===== src/rtl/ddr3_init_pkg.sv =====
package ddr3_init_pkg;

    typedef enum logic [3:0] {
        S_IDLE,
        S_XPR,
        S_LD_MR2,
        S_GAP2,
        S_LD_MR3,
        S_GAP3,
        S_LD_MR1,
        S_GAP1,
        S_LD_MR0,
        S_GAPM,
        S_ZQCL,
        S_SETTLE,
        S_DONE
    } seq_state_t;

    // {ras_n, cas_n, we_n}
    localparam logic [2:0] CMD_NOP = 3'b111;
    localparam logic [2:0] CMD_MRS = 3'b000;
    localparam logic [2:0] CMD_ZQC = 3'b110;

    localparam logic [2:0] BA_MR0 = 3'b000;
    localparam logic [2:0] BA_MR1 = 3'b001;
    localparam logic [2:0] BA_MR2 = 3'b010;
    localparam logic [2:0] BA_MR3 = 3'b011;

endpackage


===== src/rtl/ddr3_init_timer.sv =====
module ddr3_init_timer #(
    parameter int CNT_W = 10
) (
    input  logic             clk,
    input  logic             rst,
    input  logic             load,
    input  logic [CNT_W-1:0] load_val,
    output logic             zero
);

    logic [CNT_W-1:0] cnt;

    always_ff @(posedge clk) begin
        if (rst && !load) begin
            cnt <= '0;
        end else if (load) begin
            cnt <= load_val;
        end else if (cnt != '0) begin
            cnt <= cnt - 1'b1;
        end
    end

    assign zero = (cnt == '0);

endmodule


===== src/rtl/ddr3_init_cmd_enc.sv =====
module ddr3_init_cmd_enc
    import ddr3_init_pkg::*;
#(
    parameter int ADDR_W = 16
) (
    input  seq_state_t        state,
    input  logic [ADDR_W-1:0] mr0_val,
    input  logic [ADDR_W-1:0] mr1_val,
    input  logic [ADDR_W-1:0] mr2_val,
    input  logic [ADDR_W-1:0] mr3_val,
    output logic              cke,
    output logic              odt,
    output logic              cs_n,
    output logic [2:0]        cmd,
    output logic [2:0]        ba,
    output logic [ADDR_W-1:0] addr,
    output logic              init_done
);

    localparam logic [ADDR_W-1:0] DLL_EN_MASK = ADDR_W'(1);
    localparam logic [ADDR_W-1:0] DLL_RST_BIT = ADDR_W'(1) << 8;
    localparam logic [ADDR_W-1:0] ZQ_LONG_BIT = ADDR_W'(1) << 10;

    always_comb begin
        cke       = 1'b1;
        odt       = 1'b0;
        cs_n      = 1'b0;
        cmd       = CMD_NOP;
        ba        = '0;
        addr      = '0;
        init_done = 1'b0;
        unique case (state)
            S_IDLE: begin
                cke  = 1'b0;
                cs_n = 1'b1;
            end
            S_LD_MR2: begin
                cmd  = CMD_MRS;
                ba   = BA_MR2;
                addr = mr2_val;
            end
            S_LD_MR3: begin
                cmd  = CMD_MRS;
                ba   = BA_MR3;
                addr = mr3_val;
            end
            S_LD_MR1: begin
                cmd  = CMD_MRS;
                ba   = BA_MR1;
                addr = mr1_val & ~DLL_EN_MASK;
            end
            S_LD_MR0: begin
                cmd  = CMD_MRS;
                ba   = BA_MR0;
                addr = mr0_val | DLL_RST_BIT;
            end
            S_ZQCL: begin
                cmd  = CMD_ZQC;
                addr = ZQ_LONG_BIT;
            end
            S_DONE: begin
                init_done = 1'b1;
            end
            S_XPR, S_GAP2, S_GAP3, S_GAP1, S_GAPM, S_SETTLE: begin
            end
            default: begin
            end
        endcase
    end

endmodule


===== src/rtl/ddr3_init_seq.sv =====
module ddr3_init_seq
    import ddr3_init_pkg::*;
#(
    parameter int ADDR_W   = 16,
    parameter int T_XS     = 8,
    parameter int T_MRD    = 4,
    parameter int T_MOD    = 12,
    parameter int T_DLLK   = 512,
    parameter int T_ZQINIT = 512
) (
    input  logic              clk,
    input  logic              rst,
    input  logic [ADDR_W-1:0] mr0_val,
    input  logic [ADDR_W-1:0] mr1_val,
    input  logic [ADDR_W-1:0] mr2_val,
    input  logic [ADDR_W-1:0] mr3_val,
    output logic              cke,
    output logic              odt,
    output logic              cs_n,
    output logic [2:0]        cmd,
    output logic [2:0]        ba,
    output logic [ADDR_W-1:0] addr,
    output logic              init_done
);

    localparam int T_XPR   = (T_XS > 5) ? T_XS : 5;
    localparam int T_FINAL = (T_DLLK > T_ZQINIT) ? T_DLLK : T_ZQINIT;
    localparam int T_MAX1  = (T_XPR > T_MOD) ? T_XPR : T_MOD;
    localparam int T_MAX2  = (T_MAX1 > T_MRD) ? T_MAX1 : T_MRD;
    localparam int T_MAX   = (T_MAX2 > T_FINAL) ? T_MAX2 : T_FINAL;
    localparam int CNT_W   = $clog2(T_MAX + 1);

    seq_state_t       state, state_nx;
    logic             tmr_load;
    logic [CNT_W-1:0] tmr_val;
    logic             tmr_zero;

    ddr3_init_timer #(.CNT_W(CNT_W)) u_timer (
        .clk      (clk),
        .rst      (rst),
        .load     (tmr_load),
        .load_val (tmr_val),
        .zero     (tmr_zero)
    );

    always_ff @(posedge clk) begin
        if (rst) begin
            state <= S_IDLE;
        end else begin
            state <= state_nx;
        end
    end

    always_comb begin
        state_nx = state;
        tmr_load = 1'b0;
        tmr_val  = '0;
        unique case (state)
            S_IDLE: begin
                state_nx = S_XPR;
                tmr_load = 1'b1;
                tmr_val  = CNT_W'(T_XPR - 1);
            end
            S_XPR:    if (tmr_zero) state_nx = S_LD_MR2;
            S_LD_MR2: begin
                state_nx = S_GAP2;
                tmr_load = 1'b1;
                tmr_val  = CNT_W'(T_MRD - 2);
            end
            S_GAP2:   if (tmr_zero) state_nx = S_LD_MR3;
            S_LD_MR3: begin
                state_nx = S_GAP3;
                tmr_load = 1'b1;
                tmr_val  = CNT_W'(T_MRD - 2);
            end
            S_GAP3:   if (tmr_zero) state_nx = S_LD_MR1;
            S_LD_MR1: begin
                state_nx = S_GAP1;
                tmr_load = 1'b1;
                tmr_val  = CNT_W'(T_MRD - 2);
            end
            S_GAP1:   if (tmr_zero) state_nx = S_LD_MR0;
            S_LD_MR0: begin
                state_nx = S_GAPM;
                tmr_load = 1'b1;
                tmr_val  = CNT_W'(T_MOD - 2);
            end
            S_GAPM:   if (tmr_zero) state_nx = S_ZQCL;
            S_ZQCL: begin
                state_nx = S_SETTLE;
                tmr_load = 1'b1;
                tmr_val  = CNT_W'(T_FINAL - 2);
            end
            S_SETTLE: if (tmr_zero) state_nx = S_DONE;
            S_DONE:   state_nx = S_DONE;
            default:  state_nx = S_IDLE;
        endcase
    end

    ddr3_init_cmd_enc #(.ADDR_W(ADDR_W)) u_enc (
        .state     (state),
        .mr0_val   (mr0_val),
        .mr1_val   (mr1_val),
        .mr2_val   (mr2_val),
        .mr3_val   (mr3_val),
        .cke       (cke),
        .odt       (odt),
        .cs_n      (cs_n),
        .cmd       (cmd),
        .ba        (ba),
        .addr      (addr),
        .init_done (init_done)
    );

    // clock enable never drops between resets
    a_r2_cke_held: assert property (@(posedge clk) disable iff (rst)
        cke |=> cke);

    // device is selected whenever clock enable is high
    a_r10_cs_low: assert property (@(posedge clk) disable iff (rst)
        cke |-> !cs_n);

    // a real command only follows an expired interval
    a_r4_cmd_after_timer: assert property (@(posedge clk) disable iff (rst)
        (!cs_n && cmd != CMD_NOP) |-> $past(tmr_zero));

    // extended register 1 write keeps the DLL enabled
    a_r6_dll_enable: assert property (@(posedge clk) disable iff (rst)
        (cmd == CMD_MRS && ba == BA_MR1) |-> !addr[0]);

    // main register write requests a DLL reset
    a_r7_dll_reset: assert property (@(posedge clk) disable iff (rst)
        (cmd == CMD_MRS && ba == BA_MR0) |-> addr[8]);

    // done is sticky and rises only after the final interval
    a_r9_done_held: assert property (@(posedge clk) disable iff (rst)
        init_done |=> init_done);

    a_r9_done_after_timer: assert property (@(posedge clk) disable iff (rst)
        $rose(init_done) |-> $past(tmr_zero));

endmodule


===== config.mk =====
export PLATFORM = sky130hd
export DESIGN_NAME = ddr3_init_seq
export DESIGN_NICKNAME = d
export VERILOG_FILES = /design/src/rtl/ddr3_init_pkg.sv /design/src/rtl/ddr3_init_timer.sv /design/src/rtl/ddr3_init_cmd_enc.sv /design/src/rtl/ddr3_init_seq.sv
export SDC_FILE = /design/constraint.sdc
export NUM_CORES = 1
export LEC_CHECK = 0
export ABC_AREA = 1
export BUFFER_PORTS_ARGS = -buffer_cell sky130_fd_sc_hd__buf_4
export CAP_MARGIN = 20
export CELL_PAD_IN_SITES_DETAIL_PLACEMENT = 0
export CELL_PAD_IN_SITES_GLOBAL_PLACEMENT = 1
export CORE_MARGIN = 8
export CORE_UTILIZATION = 27
export DETAILED_ROUTE_END_ITERATION = 8
export GPL_TIMING_DRIVEN = 0
export MAX_ROUTING_LAYER = met4
export PLACE_DENSITY = 0.87
export SLEW_MARGIN = 25
export SYNTH_ARGS = -nofsm -noshare
export SYNTH_HDL_FRONTEND = slang
export SYNTH_SLANG_ARGS = --single-unit

===== constraint.sdc =====
create_clock -name clk -period 2.5 [get_ports clk]
set_input_delay 0.375 -clock clk [delete_from_list [all_inputs] [get_ports clk]]
set_output_delay 0.375 -clock clk [all_outputs]
set_load 0.01 [all_outputs]

==> impl.org <==
** Clock tree
- CTS root buf :: clkbuf_8
- TritonCTS clock tree :: done
- In this run the number of H-tree levels came out at 1.
- Number of buffers added by the clock tree synthesis step :: 3
- The number of gates resized after CTS was 0.
- CTS Sinks :: 14
- Post-CTS setup buffer count :: 0
- Hold-fix buffer count after cts :: 0
- Clock-pin slew was measured on the worst setup and hold paths at about 0.060 ns.
- Later-pin clock latency in the skew report :: ~0.24 ns
- The clock passes through at most 2 buffers.

** Timing
- The hold violation count in the final report came to 0.
- Post-route fraction of the period consumed by the critical path :: about four fifths
- Sum of negative setup slack :: 0 ns
- RSZ-0062 raised after global routing :: false
- Setup violations remaining at the end of the flow were counted as 0.
- Worst Clk Skew :: 0.00346 ns
- Based on the critical path, the design can be clocked at up to about 500 MHz.
- The clock period could shrink to 1.98 ns.
- Final slew viol count :: 0

** Final layout
- The repair_antennas step left the layout with diodes totalling 0.
- The area growth from synthesis to layout is 59.4%.
- In the final layout, the share of cells above drive strength 1 is between 30% and 40%.
- At the end of the flow, the number of nets in the layout was approximately 390.
- Footprint of the multi-input gates :: 856 um2
- Sequential Area :: 280 um2
- Layout filler cell count :: 524
- Layout Cells excl Fill :: 377

** Floorplan
- Std-Cell Rows :: 25
- Floorplan die width :: 85.7 um
- In this run the count of I/O pins placed on the die edge is 92.
- The floorplan step defined a core boundary enclosing 4690 um2.
- Once the floorplan was initialized, standard cells occupied around 28% of the core.
- Vert. Die Dim :: between 80 and 90 um
- The die covers around 7300 um2.

** Routing
- Detailed Route Iter0 Violations :: about 80
- Residual DRC :: 0
- The first detailed-routing pass took 4 iterations.
- Aggregate routed wire length :: 4930 um
- Routed vias :: 1,777
- In this run the remaining antenna-violating nets after routing total 0.
- Routed len/inst :: 13.1 um
- Dividing the detail-routed via count by the number of cells gives 4.71.

** Pwr
- VDD IR-drop max :: between 0.0004 and 0.0005 V
- Pleak :: 0.00110 uW
- Total power per unit cell area :: 705 nW/um2

** Critical path
- Worst reg-to-reg setup slack :: 0.99 ns
- Endpoint of the worst register-to-register path :: u_timer.cnt[2]$_SDFFE_PP0P_
- The worst setup path is launched from a register.
- In this design, the critical path's most frequently occurring cell is buf_4.
- Together, buffers and inverters on the worst path number 5.
- Category of the critical setup timing path :: register to output pin
- Highest-delay cell along the critical path :: dfxtp_1
- In this design, the largest share of critical-path delay is due to buffers and inverters.
- In this run the worst setup path begins at state[1]$_SDFFE_PP0P_.
- In this run the worst path has a maximum fanout of 10.
- The largest single stage delay on the critical path is 0.36 ns.
- The worst setup path is captured at an output pin.
- Arr. time, crit path :: 1.60 ns
- The worst register-to-register path begins at u_timer.cnt[0]$_SDFFE_PP0P_.
- Cell Chain, Critical Path :: inv_1 > nor2_2 > inv_2 > nor2_4 > buf_6 > nor3_2 > buf_4 > buf_4
- The critical path runs through a total of 8 cells.
- Cell count of the worst reg-to-reg path :: 7
- STA puts the critical path data required time at about 2.1 ns.

** Synth
- Multiplexer fraction of the synthesized cell area :: 0%
- Synthesis-stage register bit count :: 14
- During synthesis, Yosys emitted a total of 0 warnings.
- Of all flip-flops after synthesis, the portion carrying an async set or reset was 0%.
- After synthesis the cells add up to 1310 um2.
- Syn Area/Cell :: 5.68 um2
- Yosys mapped a number of flops with a built-in enable equal to 0.
- After synthesis, the largest family of logic cells by area is simple AND/OR/NAND/NOR gates.
- Of the synthesized area, sequential elements account for 21.4%.
- After technology mapping, the gate count stands at approximately 230.
- Summing the areas of all and, or, nand and nor instances in the mapped netlist gives ~56% of the synthesized area.
- Of the total synthesized cell area, the portion taken by XOR and XNOR cells is 0%.
- Synth Flop Type :: dfxtp_1
- The synthesized netlist devotes 0.953% of its cell area to adder and majority cells.
- After synthesis, the netlist uses 25 different library cells.
- Summing the areas of all compound-gate instances in the mapped netlist gives 8.10% of the synthesized area.

** Placement
- The number of placed instances, taps included, is 373.
- Buffers placed on the I/O ports in this run total 87.
- At the end of routability-driven placement, the weighted congestion stood at 0.858.
- Detailed placement HPWL :: 4220 um

** Job
- Max-cap violations in this run came to 0.

** GRT
- The number of global-route vias before repair came to about 1,800.
- Maximum number of pins on one net before global-route repair :: 11
- Global routing used between 10% and 20% of the available tracks across all layers.
- Number of antenna violations at the first check in global routing :: 0
- Aggregate global routing overflow :: 0
- The first global-routing pass estimated 8090 um of wire.

** Hold path
- The min-delay analysis places its worst path in the category input port to register.
- Worst Hold Path EP :: state[0]$_SDFFE_PP0P_
- Worst hold start :: rst
- The worst hold path passes through 4 cells.

** Run status
- Run status :: finished, final reports clean
## report_power, final
| group | leakage [uW] | internal, uW | total [uW] | switching (uW) |
|---|---|---|---|---|
| Sequential | 0.000115 | 300 | 366 | 66.3 |
| Clock | 0.0000288 | 139 | 220 | 81.1 |
| Combinational | 0.000960 | 381 | 889 | 507 |
## kinds of logic after synthesis
| group | after synthesis |
|---|---|
| other cells | 1 |
| simple gates | 162 |
| compound gates | 20 |
| fa+ha+maj | 1 |
| buf+inv | 33 |
| flops | 14 |
## per-stage QoR
step | instance area, um2 | power [uW] | hold slack, ns | setup slack (ns) | utilization [%]
3_5_place_dp | 2040 | 1270 | 0.501 | 0.765 | 43.4
2_1_floorplan | 1320 | 926 | 0.477 | 0.887 | -
6_report | 2090 | 1480 | 0.416 | 0.521 | 44.6
3_3_place_gp | 2040 | 1260 | 0.499 | 0.763 | 43.4
5_1_grt | 2090 | 1630 | 0.417 | 0.383 | 44.6
4_1_cts | 2090 | 1490 | 0.405 | 0.496 | 44.6
## worst max-delay path by stage
stage / to / slack, ns
after detailed placement: cmd[2] / 0.76
after global routing: addr[11] / 0.38
final: cmd[2] / 0.52
after floorplan: cmd[2] / 0.89
after global placement: cmd[2] / 0.76
after CTS: cmd[2] / 0.50
## Yosys cell counts, types with 3 or more instances
| cell type | instances | area share, % |
|---|---|---|
| dfxtp_1 | 14 | 21 |
| nand4_1 | 16 | 7.6 |
| nor2_1 | 20 | 5.7 |
| nand3_1 | 10 | 3.8 |
| nand2_1 | 99 | 28 |
| buf_4 | 3 | 1.7 |
| o21ai_0 | 6 | 2.3 |
| inv_4 | 3 | 1.4 |
| nand2_2 | 6 | 2.9 |
| nor2_2 | 4 | 1.9 |
| a21oi_1 | 10 | 3.8 |
| inv_1 | 19 | 5.4 |
| inv_2 | 3 | 0.86 |
| buf_6 | 5 | 4.3 |
## cell usage in the layout, fill, tap and decap left out
cell type and n:
clkbuf_8 4, buf_6 5, a31oi_1 1, dfxtp_1 14, o211ai_1 1, nand4_1 16
nor3_1 1, nand2_2 6, nand3_1 10, nor2_1 20, a21oi_1 10, o21bai_1 1
inv_2 3, nand3_2 2, buf_4 90, conb_1 2, inv_1 19, nor4_2 1
inv_4 3, o21ai_1 1, o21ai_0 6, nor2_2 4, nor2_4 2, nand2_1 99
nor3_2 1, ha_1 1
## flip-flops by register name, summed over array words and instances (netlist names)
name         count
state            4
u_timer.cnt     10
## worst min-delay path: stages
cell,delay (ns)
buf_4,0.09
nor2_1,0.05
nand2_1,0.06
inv_1,0.03
## routing by layer
metal  GRT usage (%)  wire length, um  vias to the layer above
li1                -                -                      915
met1            16.0             2060                      798
met2            23.6             2590                       56
met3            2.01              157                        8
met4            3.82              118                        0
met5               -                0                        -
## cell type report
type,count,share of cell area (%)
Multi-Input combinational cell,185,40.9
Timing Repair Buffer,87,31.2
Sequential cell,14,13.4
Inverter,25,4.84
Buffer,8,3.77
Tap cell,54,3.23
Clock buffer,4,2.63
No activity file was read; power rests on OpenSTA's default activity.
